## src/rtl/vbr_pkg.sv

```systemverilog
package vbr_pkg;

    localparam int FLD_W = 4;

    typedef enum logic {
        ST_IDLE = 1'b0,
        ST_SCAN = 1'b1
    } vbr_state_e;

    typedef struct packed {
        logic       all;
        logic       sz;
        logic       snz;
        logic       vlset;
        logic       vsb;
        logic       vli;
        logic       vec;
        logic [1:0] bo;
    } vbr_mode_t;

    // Element test: always-pass bit, or test bit matches expected value
    function automatic logic elem_pass(logic bo_any, logic bo_val, logic tbit);
        return bo_any | ~(tbit ^ bo_val);
    endfunction

    // Fold one outcome into the running result
    function automatic logic fold_step(logic all_m, logic acc, logic pass);
        return all_m ? (acc & pass) : (acc | pass);
    endfunction

    // Outcome that settles the reduction for good
    function automatic logic settles(logic all_m, logic pass);
        return all_m ? ~pass : pass;
    endfunction

endpackage

```

## src/rtl/vbr_field_pick.sv

```systemverilog
module vbr_field_pick #(
    parameter int NUM_FIELDS = 128,
    parameter int IDX_W      = 6,
    parameter int FIDX_W     = $clog2(NUM_FIELDS)
) (
    input  logic [NUM_FIELDS*vbr_pkg::FLD_W-1:0] fields,
    input  logic [FIDX_W-1:0]                    base,
    input  logic [IDX_W-1:0]                     idx,
    input  logic                                 vec,
    input  logic [1:0]                           bit_sel,
    output logic                                 bit_o
);
    logic [FIDX_W-1:0]         fld;
    logic [vbr_pkg::FLD_W-1:0] nib;

    always_comb begin
        fld   = vec ? (base + FIDX_W'(idx)) : base;
        nib   = fields[fld*vbr_pkg::FLD_W +: vbr_pkg::FLD_W];
        bit_o = nib[bit_sel];
    end
endmodule

```

## src/rtl/vbr_elem_eval.sv

```systemverilog
module vbr_elem_eval (
    input  logic       pred_bit,
    input  logic       sz,
    input  logic       snz,
    input  logic       cr_bit,
    input  logic [1:0] bo,
    output logic       active,
    output logic       pass
);
    import vbr_pkg::*;
    logic tbit;

    always_comb begin
        active = pred_bit | sz;
        tbit   = pred_bit ? cr_bit : snz;
        pass   = elem_pass(bo[0], bo[1], tbit);
    end
endmodule

```

## src/rtl/vec_branch_reduce.sv

```systemverilog
module vec_branch_reduce #(
    parameter int NUM_FIELDS = 128,
    parameter int MAX_VL     = 64,
    parameter int FIDX_W     = $clog2(NUM_FIELDS),
    parameter int LEN_W      = $clog2(MAX_VL + 1)
) (
    input  logic                           clk,
    input  logic                           rst,
    input  logic                           start_i,
    input  logic [NUM_FIELDS*4-1:0]        cr_fields_i,
    input  logic [4:0]                     bsel_i,
    input  logic [FIDX_W-4:0]              bext_i,
    input  logic                           vec_i,
    input  logic [LEN_W-1:0]               vl_i,
    input  logic [MAX_VL-1:0]              pred_i,
    input  logic [1:0]                     bo_i,
    input  logic                           all_i,
    input  logic                           sz_i,
    input  logic                           snz_i,
    input  logic                           vlset_i,
    input  logic                           vsb_i,
    input  logic                           vli_i,
    output logic                           cond_o,
    output logic                           vl_new_valid_o,
    output logic [LEN_W-1:0]               vl_new_o,
    output logic [LEN_W-1:0]               tested_o,
    output logic                           done_o
);
    import vbr_pkg::*;

    localparam int IDX_W = (MAX_VL > 1) ? $clog2(MAX_VL) : 1;

    vbr_state_e        state_q;
    vbr_mode_t         mode_q;
    logic [LEN_W-1:0]  vl_q;
    logic [FIDX_W-1:0] base_q;
    logic [1:0]        bit_q;
    logic [IDX_W-1:0]  idx_q;
    logic              acc_q;
    logic [LEN_W-1:0]  cnt_q;
    logic              vlv_q;
    logic [LEN_W-1:0]  vln_q;
    logic              done_q;

    logic cr_bit, el_act, el_pass;
    logic ex_red, ex_vl, ex_sc, at_last, finish;
    logic [LEN_W-1:0] idx_len;

    vbr_field_pick #(
        .NUM_FIELDS(NUM_FIELDS),
        .IDX_W     (IDX_W),
        .FIDX_W    (FIDX_W)
    ) u_pick (
        .fields (cr_fields_i),
        .base   (base_q),
        .idx    (idx_q),
        .vec    (mode_q.vec),
        .bit_sel(bit_q),
        .bit_o  (cr_bit)
    );

    vbr_elem_eval u_eval (
        .pred_bit(pred_i[idx_q]),
        .sz      (mode_q.sz),
        .snz     (mode_q.snz),
        .cr_bit  (cr_bit),
        .bo      (mode_q.bo),
        .active  (el_act),
        .pass    (el_pass)
    );

    always_comb begin
        idx_len = LEN_W'(idx_q);
        ex_red  = el_act & settles(mode_q.all, el_pass);
        ex_vl   = el_act & mode_q.vlset & (el_pass == mode_q.vsb);
        ex_sc   = el_act & ~mode_q.vec;
        at_last = (idx_len == vl_q - LEN_W'(1));
        finish  = ex_red | ex_vl | ex_sc | at_last;
    end

    always_ff @(posedge clk) begin
        if (rst) begin
            state_q <= ST_IDLE;
            mode_q  <= '0;
            vl_q    <= '0;
            base_q  <= '0;
            bit_q   <= '0;
            idx_q   <= '0;
            acc_q   <= 1'b0;
            cnt_q   <= '0;
            vlv_q   <= 1'b0;
            vln_q   <= '0;
            done_q  <= 1'b0;
        end else begin
            done_q <= 1'b0;
            case (state_q)
                ST_IDLE: begin
                    if (start_i) begin
                        mode_q  <= '{all: all_i, sz: sz_i, snz: snz_i, vlset: vlset_i,
                                     vsb: vsb_i, vli: vli_i, vec: vec_i, bo: bo_i};
                        vl_q    <= vl_i;
                        base_q  <= {bsel_i[4:2], bext_i};
                        bit_q   <= bsel_i[1:0];
                        idx_q   <= '0;
                        acc_q   <= all_i;
                        cnt_q   <= '0;
                        vlv_q   <= 1'b0;
                        vln_q   <= '0;
                        state_q <= ST_SCAN;
                    end
                end
                default: begin
                    if (vl_q == '0) begin
                        done_q  <= 1'b1;
                        state_q <= ST_IDLE;
                    end else begin
                        if (el_act) begin
                            acc_q <= fold_step(mode_q.all, acc_q, el_pass);
                            cnt_q <= cnt_q + LEN_W'(1);
                        end
                        if (ex_vl) begin
                            vlv_q <= 1'b1;
                            vln_q <= mode_q.vli ? idx_len + LEN_W'(1) : idx_len;
                        end
                        if (finish) begin
                            done_q  <= 1'b1;
                            state_q <= ST_IDLE;
                        end else begin
                            idx_q <= idx_q + IDX_W'(1);
                        end
                    end
                end
            endcase
        end
    end

    assign cond_o         = acc_q;
    assign vl_new_valid_o = vlv_q;
    assign vl_new_o       = vln_q;
    assign tested_o       = cnt_q;
    assign done_o         = done_q;

    // completion is a single-cycle pulse
    assert_done_pulse_R10: assert property (@(posedge clk) disable iff (rst)
        done_q |=> !done_q);

    // never more tested than the vector length
    assert_count_bound_R5: assert property (@(posedge clk) disable iff (rst)
        done_q |-> (cnt_q <= vl_q));

    // a scalar scan tests at most one element
    assert_scalar_single_R8: assert property (@(posedge clk) disable iff (rst)
        (done_q && !mode_q.vec) |-> (cnt_q <= LEN_W'(1)));

    // a skipped element leaves the count untouched
    assert_skip_stable_R6: assert property (@(posedge clk) disable iff (rst)
        (state_q == ST_SCAN && vl_q != '0 && !mode_q.sz && !pred_i[idx_q])
        |=> $stable(cnt_q));

    // a new length only with truncation enabled and never above the length
    assert_newlen_bound_R9: assert property (@(posedge clk) disable iff (rst)
        (done_q && vlv_q) |-> (mode_q.vlset && vln_q <= vl_q));

    // zero length keeps the initial result
    assert_empty_scan_R2: assert property (@(posedge clk) disable iff (rst)
        (done_q && vl_q == '0) |-> (cnt_q == '0 && acc_q == mode_q.all && !vlv_q));

    // an all-mode failure needs at least one tested element
    assert_all_fail_R4: assert property (@(posedge clk) disable iff (rst)
        (done_q && mode_q.all && !acc_q) |-> (cnt_q != '0));
endmodule

```

## config.mk

```make
export PLATFORM = sky130hd
export DESIGN_NAME = vec_branch_reduce
export DESIGN_NICKNAME = d
export VERILOG_FILES = /design/src/rtl/vbr_pkg.sv /design/src/rtl/vbr_field_pick.sv /design/src/rtl/vbr_elem_eval.sv /design/src/rtl/vec_branch_reduce.sv
export SDC_FILE = /design/constraint.sdc
export NUM_CORES = 1
export LEC_CHECK = 0
export ABC_CLOCK_PERIOD_IN_PS = 4650
export BUFFER_PORTS_ARGS = -buffer_cell sky130_fd_sc_hd__buf_2
export CAP_MARGIN = 15
export CORE_AREA = 2 2 243 245
export CTS_BUF_LIST = sky130_fd_sc_hd__clkbuf_2
export DETAILED_ROUTE_END_ITERATION = 12
export DIE_AREA = 0 0 245 247
export MAX_ROUTING_LAYER = met4
export SLEW_MARGIN = 0
export SYNTH_ARGS = -nofsm -noshare
export SYNTH_HDL_FRONTEND = slang
export SYNTH_HIERARCHICAL = 1
export SYNTH_SLANG_ARGS = --single-unit
```

## constraint.sdc

```tcl
create_clock -name clk -period 4.65 [get_ports clk]
set_input_delay 0.93 -clock clk [delete_from_list [all_inputs] [get_ports clk]]
set_output_delay 0.93 -clock clk [all_outputs]
set_load 0.02 [all_outputs]
```

==> impl_metrics.tcl <==
set metrics [dict create \
    status "complete, but fails checks" \
    violations "negative setup slack" \
    floorplan.die_area_mm2 0.0605 \
    power_switching_share_pct 41.5 \
    worst_ir_drop_vdd_mv 0.171 \
    grt_util_all_layers_pct 16.4 \
    grt_pass1_wl_mm 70.1 \
    crit_path_cell_trace "ha_4, inv_2, fa_1, nor2b_2, a21oi_4, buf_12, buf_6, buf_6, mux4_2, a211oi_4, a211oi_2, or4_4, a21o_1, a41o_1, mux2i_2, mux2i_2, nand2b_4, o2111ai_4, a211oi_4, o31ai_4, or3b_4, a31oi_2" \
    ant_nets 0 \
    part_of_the_total_power_dissipated_in_sequential_elements_pct 22.6 \
    timing_hold_violations_final 0 \
    timing_max_transition_violations_final 0 \
    cp_max_fo 6 \
    worst_path_largest_cell_delay_ns 0.55 \
    synth.cell_area_mm2 0.00776 \
    p_comb_share_pct 67.2 \
    ioPinCount 621 \
    detail_route.drc_violations 0 \
    routed_wire_length_per_instance_um 21.4 \
    post-route-min-period_ns 5.25 \
    die_w_um 245 \
    netlist_instances 936 \
    holdPathStages 2 \
    worstHoldEndpoint "mode_q[7]$_SDFFE_PP0P_" \
    worstHoldPathType "reg -> reg" \
    areaGrowthSynthToFinish_pct 71.4 \
    place_area_mm2 0.0127 \
    cp_launch_type "flop" \
    power.net_switching_uw 838 \
    critPathSlowestCell "sky130_fd_sc_hd__or4_4" \
    timing.final.setup_violations 16 \
    cp_data_required_time_ns 5.05 \
    critPathKind "reg -> reg" \
    post_synth_num_cell_types 64 \
    ys_warn_count 6 \
    synth_fp_nets 1550 \
    tightest_slew_ns 1.07 \
    cts_hold_repair.buffers 0 \
    globalRoute.totalOverflow 0 \
    numCtsBuffers 5 \
    design.core.area_mm2 0.0582 \
    worst_r2r_endpoint "idx_q[3]$_SDFFE_PP0P_" \
    floorplan.rows 89 \
    p_int_mw 1.18 \
    clock-skew-final_ns 0.0315 \
    die_height_um 247 \
    totalPowerFinal_mw 2.02 \
    area.sequential_um2 987 \
    drive_above_1_share_pct 58.2 \
    timing.max_slew.rel_slack_pct 28.2 \
    maxClockFrequency_mhz 190 \
    grt_max_degree 60 \
    cp.arrival_ns 5.66 \
    preCtsSetupSlack_ns -0.954 \
    cts.htree.levels 2 \
    postSynth.asyncResetShare_pct 0 \
    fin_nets 2249 \
    place.detailed.hpwl_mm 44.4 \
    syn_area_per_cell_um2 8.29 \
    cts_num_sinks 49 \
    r2r_cells 22 \
    clockBufferDepth 2 \
    clock_power_share_pct 10.3 \
    via_per_inst 4.34 \
    fillCellCount 6512 \
    path_delay_family "compound AO/OA/AOI/OAI gates" \
    clock_latency_ns 0.47 \
    grt_antenna_before_repair 24 \
    sort_of_element_at_the_end_of_the_critical_path "flop" \
    worst-path-buf-inv 4 \
    dr_total_vias 10600 \
    worst_slack_ns -0.604 \
    min_from "mode_q[7]$_SDFFE_PP0P_" \
    layout_worst_path_cycle_share_pct 113 \
    power.static_leakage_nw 6.07 \
    floorplan.initialDensity_pct 13.3 \
    power_per_cell_area_mw_per_mm2 152 \
    synth_sequential_area_ratio_pct 12.6 \
    holdWs_ns 0.476 \
    timing.reg2reg.setup_slack_ns -0.60 \
    synth_ff_type "sky130_fd_sc_hd__dfxtp_1" \
    clk_pin_slew_ns 0.28 \
    number_of_search_and_repair_iterations_in_the_first_detailed_routing_pass 5 \
    drv.max_cap_violation_count 0 \
    clk_root_buffer_cell "sky130_fd_sc_hd__clkbuf_2" \
    final_area_mm2 0.0133 \
    cts_tree "yes" \
    detail_route.iter0.violations 475 \
    synth-seq-cells 49 \
    count_of_flip_flops_with_a_built_in_enable_after_synthesis 0 \
    portBuffers 620 \
    finalWeightedCongestion 1.04 \
    critical_path.reg2reg.startpoint "base_q[0]$_SDFFE_PP0P_" \
    rsz0062_at_grt "true" \
    detail_route.wirelength_mm 51.9 \
    first_global_vias 10500 \
    multi_input_comb_area_mm2 0.00654 \
]
[repair_timing]
action | 4_1_cts | 5_1_grt
gates resized for setup | 48 | 13
setup endpoints to repair | 17 | 17
pin swaps | 24 | 10
gates cloned | 1 | 0
setup buffers | 16 | 4
[how the worst max path moves through the flow]
stage                            end  depth (start not counted)                   start
4_1_cts        idx_q[3]$_SDFFE_PP0P_                         24  base_q[0]$_SDFFE_PP0P_
5_1_grt        idx_q[3]$_SDFFE_PP0P_                         23  base_q[0]$_SDFFE_PP0P_
2_1_floorplan  idx_q[2]$_SDFFE_PP0P_                         21   idx_q[0]$_SDFFE_PP0P_
3_3_place_gp   idx_q[2]$_SDFFE_PP0P_                         22  base_q[0]$_SDFFE_PP0P_
3_5_place_dp   idx_q[2]$_SDFFE_PP0P_                         21  base_q[0]$_SDFFE_PP0P_
6_report       idx_q[3]$_SDFFE_PP0P_                         22  base_q[0]$_SDFFE_PP0P_
[registers in the layout, indices dropped and copies added, names as in the netlist, 2 cells and up]
signal    cells
base_q        7
tested_o      7
vl_new_o      7
vl_q          7
mode_q        9
bit_q         2
idx_q         6
[power groups by stage]
stage	Combinational, mW	Sequential, mW	Clock [mW]
2_1_floorplan	0.630	0.462	0
3_3_place_gp	1.28	0.462	0
3_5_place_dp	1.29	0.463	0
4_1_cts	1.37	0.456	0.214
5_1_grt	1.47	0.459	0.229
6_report	1.36	0.456	0.208
[cells in the mapped netlist, drive strengths merged, types with 3 or more instances]
master    n  area share [%]
nand2   259              13
nand3   100             6.4
mux4     94              27
buf      61             6.0
mux2i    58             7.5
dfxtp    49              13
a21oi    47             3.0
nand4    28             2.3
clkbuf   24             1.2
nor2     23             1.1
a32oi    17             1.9
inv      12            0.58
a31oi    11            0.89
o211ai   11             1.1
xor2     11             1.2
a22oi    10            0.97
ha        9             1.5
o21ai     9            0.58
xnor2     9             1.0
a211oi    8            0.90
nor2b     8            0.64
nand2b    7            0.56
a21o      6            0.58
and3      5            0.40
nor3      5            0.39
or2       5            0.40
or3b      5            0.56
and2      4            0.32
o21a      4            0.39
o311ai    4            0.77
a211o     3            0.34
a32o      3            0.39
mux2      3            0.44
nand3b    3            0.29
[cell type report]
type,instances,share of cell area (%)
diodes,20,0.376
clock buffers,5,0.188
clock inverters,3,0.254
inverters,12,0.339
multi-input cells,790,49.1
flip-flops and latches,49,7.42
well taps,773,7.27
repair buffers,777,35.0
[kinds of logic (layout without fill, tap and decap cells)]
logic type	after synthesis	after routing	share of synthesized area [%]
AOI/OAI and AO/OA	147	147	13.8
xor gates and xnor gates	20	20	2.26
adders and majority gates	10	10	1.71
buffers and inverters	97	797	7.71
DFF	49	49	12.6
muxes	155	155	35.2
other	0	20	0
and+or+nand+nor	458	458	26.7
[worst min-delay path: cells and delay by family (launching register included)]
family	cells	cell delay, ns
compound gates	1	0.05
flops	1	0.37
simple gates	1	0.05
[cells in the final DEF (no fill, tap or decap), types with 7 or more instances in the layout]
cell type / instances
sky130_fd_sc_hd__buf_2: 620
sky130_fd_sc_hd__nand2_1: 259
sky130_fd_sc_hd__buf_4: 120
sky130_fd_sc_hd__mux4_2: 93
sky130_fd_sc_hd__nand3_1: 91
sky130_fd_sc_hd__mux2i_1: 47
sky130_fd_sc_hd__dfxtp_1: 46
sky130_fd_sc_hd__a21oi_1: 44
sky130_fd_sc_hd__nand4_1: 28
sky130_fd_sc_hd__buf_12: 25
sky130_fd_sc_hd__nor2_1: 21
sky130_fd_sc_hd__diode_2: 20
sky130_fd_sc_hd__a32oi_1: 16
sky130_fd_sc_hd__xor2_1: 11
sky130_fd_sc_hd__o211ai_1: 11
sky130_fd_sc_hd__inv_1: 10
sky130_fd_sc_hd__a31oi_1: 10
sky130_fd_sc_hd__buf_6: 10
sky130_fd_sc_hd__nand3_2: 9
sky130_fd_sc_hd__a22oi_1: 9
sky130_fd_sc_hd__ha_1: 8
sky130_fd_sc_hd__xnor2_1: 7
sky130_fd_sc_hd__mux2i_2: 7
[routing by layer]
metal,vias to the layer above,track usage (%),routed length (µm)
met5,-,-,0
met4,0,4.07,1420
met3,60,3.99,4130
met2,554,28.4,25400
met1,4965,19.0,20900
li1,4974,-,-
[metrics by stage]
step,instances,TNS (ns),utilization (%)
floorplan,936,-0.00862,-
global placement,2381,-9.39,21.8
detailed placement,2381,-10.39,21.8
CTS,2405,-5.26,22.6
global route,2427,-9.19,22.8
finish,2429,-5.35,22.8
Power figures use the tool's default switching activity.
